<file path="config.mk">
export PLATFORM = sky130hd
export DESIGN_NAME = lcd_mux_drive
export DESIGN_NICKNAME = d
export VERILOG_FILES = /design/src/rtl/lcd_seq_pkg.sv /design/src/rtl/lcd_seq_timing.sv /design/src/rtl/lcd_seq_latch.sv /design/src/rtl/lcd_seq_levels.sv /design/src/rtl/lcd_mux_drive.sv
export SDC_FILE = /design/constraint.sdc
export NUM_CORES = 1
export LEC_CHECK = 0
export ABC_AREA = 1
export BUFFER_PORTS_ARGS = -buffer_cell sky130_fd_sc_hd__buf_2
export CAP_MARGIN = 25
export CORE_MARGIN = 2
export CORE_UTILIZATION = 35
export DETAILED_ROUTE_END_ITERATION = 12
export GPL_TIMING_DRIVEN = 0
export SYNTH_ARGS = -nofsm -noshare
export SYNTH_HDL_FRONTEND = slang
export SYNTH_HIERARCHICAL = 1
export SYNTH_SLANG_ARGS = --single-unit
</file>
<file path="constraint.sdc">
create_clock -name clk -period 5.1 [get_ports clk]
set_input_delay 1.02 -clock clk [delete_from_list [all_inputs] [get_ports clk]]
set_output_delay 1.02 -clock clk [all_outputs]
set_load 0.05 [all_outputs]
</file>
<file path="src/rtl/lcd_seq_pkg.sv">
package lcd_seq_pkg;
  localparam int NBP = 4;
  localparam logic [1:0] MODE_RESET = 2'd3;

  typedef logic [1:0] lvl_t;
  localparam lvl_t LVL_TOP = 2'd0;
  localparam lvl_t LVL_UP  = 2'd1;
  localparam lvl_t LVL_LO  = 2'd2;
  localparam lvl_t LVL_BOT = 2'd3;

  // Mirror about the middle of the ladder on inverted frames.
  function automatic lvl_t flip(lvl_t c, logic inv);
    return inv ? ~c : c;
  endfunction

  function automatic lvl_t bp_code(logic in_slot, logic used, logic half, logic inv);
    if (!used)   return LVL_TOP;
    if (in_slot) return flip(LVL_TOP, inv);
    if (half)    return LVL_UP;
    return flip(LVL_LO, inv);
  endfunction

  function automatic lvl_t seg_code(logic on, logic two_level, logic inv);
    if (two_level) return flip(on ? LVL_BOT : LVL_TOP, inv);
    return flip(on ? LVL_BOT : LVL_UP, inv);
  endfunction
endpackage

</file>
<file path="src/rtl/lcd_seq_timing.sv">
module lcd_seq_timing
  import lcd_seq_pkg::*;
#(
  parameter int NORM_DIV   = 2880,
  parameter int SAVE_RATIO = 6
) (
  input  logic       clk,
  input  logic       rst_n,
  input  logic [1:0] mode_req,
  input  logic       half_req,
  input  logic       ps_req,
  output logic [1:0] slot_q,
  output logic [1:0] next_slot,
  output logic       slot_end,
  output logic       frame_end,
  output logic       first_cyc,
  output logic       pol_q,
  output logic [1:0] mode_q,
  output logic       half_q
);
  localparam int SAVE_DIV = NORM_DIV / SAVE_RATIO;
  localparam int CW       = $clog2(NORM_DIV);

  function automatic int slot_cycles(logic [1:0] m, logic ps);
    case (m)
      2'd0:    return ps ? SAVE_DIV     : NORM_DIV;
      2'd1:    return ps ? SAVE_DIV / 2 : NORM_DIV / 2;
      2'd2:    return ps ? SAVE_DIV / 3 : NORM_DIV / 3;
      default: return ps ? SAVE_DIV / 4 : NORM_DIV / 4;
    endcase
  endfunction

  logic [CW-1:0] cnt_q;
  logic          ps_q;

  assign slot_end  = (int'(cnt_q) == slot_cycles(mode_q, ps_q) - 1);
  assign frame_end = slot_end && (slot_q == mode_q);
  assign next_slot = (slot_q == mode_q) ? 2'd0 : slot_q + 2'd1;
  assign first_cyc = (cnt_q == '0) && (slot_q == 2'd0);

  always_ff @(posedge clk or negedge rst_n) begin
    if (!rst_n) begin
      cnt_q  <= '0;
      slot_q <= 2'd0;
      pol_q  <= 1'b0;
      mode_q <= MODE_RESET;
      half_q <= 1'b0;
      ps_q   <= 1'b0;
    end else if (slot_end) begin
      cnt_q  <= '0;
      slot_q <= next_slot;
      if (frame_end) begin
        pol_q  <= ~pol_q;
        mode_q <= mode_req;
        half_q <= half_req;
        ps_q   <= ps_req;
      end
    end else begin
      cnt_q <= cnt_q + 1'b1;
    end
  end
endmodule

</file>
<file path="src/rtl/lcd_seq_latch.sv">
module lcd_seq_latch #(
  parameter int NSEG = 40
) (
  input  logic            clk,
  input  logic            rst_n,
  input  logic            load,
  input  logic [NSEG-1:0] din,
  output logic [NSEG-1:0] dout
);
  always_ff @(posedge clk or negedge rst_n) begin
    if (!rst_n)    dout <= '0;
    else if (load) dout <= din;
  end
endmodule

</file>
<file path="src/rtl/lcd_seq_levels.sv">
module lcd_seq_levels
  import lcd_seq_pkg::*;
#(
  parameter int NSEG = 40
) (
  input  logic [1:0]        slot,
  input  logic [1:0]        mode,
  input  logic              half,
  input  logic              inv,
  input  logic [NSEG-1:0]   col,
  output logic [2*NBP-1:0]  bp_nxt,
  output logic [2*NSEG-1:0] seg_nxt
);
  logic two_level;
  assign two_level = (mode == 2'd0) || half;

  for (genvar j = 0; j < NBP; j++) begin : g_bp
    assign bp_nxt[2*j +: 2] = bp_code(j == int'(slot), j <= int'(mode),
                                      half && (mode != 2'd0), inv);
  end

  for (genvar i = 0; i < NSEG; i++) begin : g_seg
    assign seg_nxt[2*i +: 2] = seg_code(col[i], two_level, inv);
  end
endmodule

</file>
<file path="src/rtl/lcd_mux_drive.sv">
module lcd_mux_drive
  import lcd_seq_pkg::*;
#(
  parameter int NSEG       = 40,
  parameter int NORM_DIV   = 2880,
  parameter int SAVE_RATIO = 6
) (
  input  logic              clk,
  input  logic              rst_n,
  input  logic [1:0]        mode_req,
  input  logic              half_bias_req,
  input  logic              psave_req,
  input  logic [NSEG-1:0]   col_data,
  output logic [1:0]        col_addr,
  output logic [2*NBP-1:0]  bp_lvl,
  output logic [2*NSEG-1:0] seg_lvl,
  output logic              frame_start,
  output logic [1:0]        slot_idx
);
  logic [1:0]        slot_q, next_slot, mode_q;
  logic              slot_end, frame_end, first_cyc, pol_q, half_q;
  logic [NSEG-1:0]   latch_q;
  logic [2*NBP-1:0]  bp_nxt;
  logic [2*NSEG-1:0] seg_nxt;

  lcd_seq_timing #(.NORM_DIV(NORM_DIV), .SAVE_RATIO(SAVE_RATIO)) u_timing (
    .clk(clk), .rst_n(rst_n), .mode_req(mode_req), .half_req(half_bias_req),
    .ps_req(psave_req), .slot_q(slot_q), .next_slot(next_slot),
    .slot_end(slot_end), .frame_end(frame_end), .first_cyc(first_cyc),
    .pol_q(pol_q), .mode_q(mode_q), .half_q(half_q)
  );

  lcd_seq_latch #(.NSEG(NSEG)) u_latch (
    .clk(clk), .rst_n(rst_n), .load(slot_end), .din(col_data), .dout(latch_q)
  );

  lcd_seq_levels #(.NSEG(NSEG)) u_levels (
    .slot(slot_q), .mode(mode_q), .half(half_q), .inv(pol_q), .col(latch_q),
    .bp_nxt(bp_nxt), .seg_nxt(seg_nxt)
  );

  assign col_addr = next_slot;

  always_ff @(posedge clk or negedge rst_n) begin
    if (!rst_n) begin
      bp_lvl      <= '0;
      seg_lvl     <= '0;
      frame_start <= 1'b0;
      slot_idx    <= 2'd0;
    end else begin
      bp_lvl      <= bp_nxt;
      seg_lvl     <= seg_nxt;
      frame_start <= first_cyc;
      slot_idx    <= slot_q;
    end
  end
endmodule

</file>
==> flow_metrics.py <==
metrics = {
    "status": {
        "status": "completed",
    },
    "pwr": {
        "vdd_drop_max_mv": 0.2293,
        "p_leak_nw": 3.788,
        "powerDensity_nw_per_um2": 316.4,
    },
    "clock_tree": {
        "cts_tree": "yes",
        "cts_buffers": 17,
        "clk_latency_ns": 0.43,
        "root_buffer": "clkbuf_16",
        "cts.sinks": 150,
        "clkTransAtPathRegs_ns": 0.07,
        "cts_hold_buffers": 0,
        "clockBufferDepth": 2,
        "postCtsSetupRepairBufs": 0,
        "cts-resized-gates": 0,
        "htreeDepth": 4,
    },
    "timing": {
        "setup_viol": 0,
        "period_share_pct": 76.98,
        "rsz0062_at_grt": "false",
        "finalHoldViolations": 0,
        "worstMarginPinSlew_ns": 0.6110,
        "period_minus_slack_ns": 3.926,
        "slew_violations": 0,
        "fin_skew_ns": 0.01006,
        "fmax_mhz": 254.7,
        "fin_setup_tns_ns": 0,
        "slew_headroom_pct": 59.27,
    },
    "grt": {
        "grt_pass1_vias": 4516,
        "grt_use_met3_pct": 4.503,
        "grt-busiest-layer": "met2",
        "use_met2_pct": 26.52,
        "grt_max_degree": 90,
        "grtUsageMet1_pct": 21.90,
        "grt_antenna_before_repair": 2,
        "overflow": 0,
        "track_usage_pct": 16.62,
        "grt_pass1_wl_mm": 24.34,
    },
    "synth": {
        "avgSynthCellArea_um2": 9.616,
        "syn_area_um2": 6299,
        "syn-num-nets": 711,
        "netlist_instances": 655,
        "synth_warnings": 6,
    },
    "floorplanning": {
        "core-area_um2": 17780,
        "fp.dieH_um": 138.2,
        "io_pins": 139,
        "start_util_pct": 35.43,
        "rows": 49,
        "die_w_um": 138.2,
        "die-area_um2": 19090,
    },
    "routing": {
        "ant_nets": 0,
        "drt-wirelength-per-cell_um": 14.43,
        "drt-total-wl_mm": 15.23,
        "num_vias": 4594,
        "first_pass_iters": 4,
        "vias_per_cell": 4.355,
        "drc_errors": 0,
        "drtIter0Drc": 270,
    },
    "layout": {
        "stdcell_area_um2": 7919,
        "diodes": 0,
        "final_nets": 869,
        "layout_commonest_cell": "nand2_1",
        "area_delta_synth_final_pct": 25.72,
        "fin_cells": 1055,
        "final_cell_mix": "264 x nand2_1, 148 x dfrtp_1, 146 x buf_2",
        "n_fill_cell": 1740,
        "drive_gt1_share_pct": 26.76,
    },
    "hold_path": {
        "hold_path.class": "reg2reg",
        "worstHoldPathCells": 1,
        "min_to": "seg_lvl[25]",
        "min_from": "u_latch/dout[12]",
    },
    "critical_path": {
        "crit_fanout": 10,
        "cp-end-kind": "flop",
        "r2r_cells": 24,
        "r2r-end": "u_latch/dout[12]",
        "rrSetupSlack_ns": 1.17,
        "path_class": "reg2reg",
        "worstReg2RegStart": "u_timing/mode_q[1]",
        "crit_required_ns": 5.41,
        "cp-start-kind": "flop",
        "cp.arrival_ns": 4.24,
    },
    "place": {
        "dp_hpwl_mm": 10.64,
        "dpl_cell_area_um2": 7310,
        "placedCellCount": 1023,
        "place.gp.congestion": 0.8365,
        "portBuffers": 138,
    },
    "flow_run": {
        "timing.max_cap.violations": 0,
    },
}
-- flip-flops by register name (all words and copies together), names as in the netlist --
register and cells:
bp_lvl 8, u_timing/cnt_q 12, u_latch/dout 40, u_timing/slot_q 2
frame_start 1, u_timing/pol_q 1, u_timing/mode_q 2, u_timing/ps_q 1
seg_lvl 80, slot_idx 2, u_timing/half_q 1
-- report_power, final --
part / switching, W / total (W) / internal (W)
Sequential: 0 / 0.00119 / 0.00119
Clock: 0.000567 / 0.00127 / 0.000705
Combinational: 0.0000292 / 0.0000438 / 0.0000146
Total: 0.000596 / 0.00251 / 0.00191
-- final cells by class --
| cell class | instances | area [um2] | area share (%) |
|---|---|---|---|
| timing repair buffer | 139 | 724.4 | 9.148 |
| clock buffer | 17 | 425.4 | 5.372 |
| inverter | 53 | 206.4 | 2.607 |
| tap | 229 | 286.5 | 3.618 |
| buffer | 25 | 245.2 | 3.097 |
| multi-input combinational | 427 | 2091 | 26.40 |
| clock inverter | 15 | 183.9 | 2.323 |
| sequential | 150 | 3756 | 47.43 |
-- critical path, cell delays in order, from the launching register on --
cell	delay, ns
dfstp_2	0.66
ha_1	0.37
nand2_2	0.15
o21ai_2	0.12
nand2_2	0.09
nor2_2	0.12
nand3_1	0.16
inv_1	0.10
ha_1	0.23
nand2_1	0.07
inv_1	0.03
or2_2	0.26
nor2_1	0.12
nand3_1	0.13
inv_1	0.08
nand3_1	0.11
nor2_4	0.22
nand2_4	0.11
buf_6	0.17
inv_1	0.07
buf_6	0.13
inv_8	0.04
buf_6	0.15
nand2_1	0.07
nand2_1	0.05
-- stage by stage --
stage	utilization (%)	total power [W]	setup WS [ns]	hold WS [ns]
after floorplan	-	0.001212	1.682	0.4550
after global placement	40.92	0.001255	0.7308	0.4636
after detailed placement	41.11	0.001258	1.173	0.4641
after CTS	44.54	0.002545	1.141	0.4715
after global routing	44.54	0.002595	0.8509	0.4922
final	44.54	0.002505	1.174	0.4707
-- how the worst max path moves through the flow --
stage | depth (start not counted) | start | to | slack [ns]
2_1_floorplan | 24 | u_timing/mode_q[0] | u_latch/dout[0] | 1.68
3_3_place_gp | 1 | rst_n | seg_lvl[22] | 0.73
3_5_place_dp | 24 | u_timing/mode_q[0] | u_latch/dout[12] | 1.17
4_1_cts | 24 | u_timing/mode_q[0] | u_latch/dout[12] | 1.14
5_1_grt | 24 | u_timing/mode_q[1] | u_latch/dout[12] | 0.85
6_report | 24 | u_timing/mode_q[1] | u_latch/dout[12] | 1.17
-- layer usage --
| metal | wire, um | part of all wire, % |
|---|---|---|
| met3 | 774 | 5.1 |
| met5 | 21 | 0.14 |
| met4 | 238 | 1.6 |
| met2 | 7306 | 48 |
| met1 | 6886 | 45 |
Note: power is estimated with default switching activity, not from simulation.
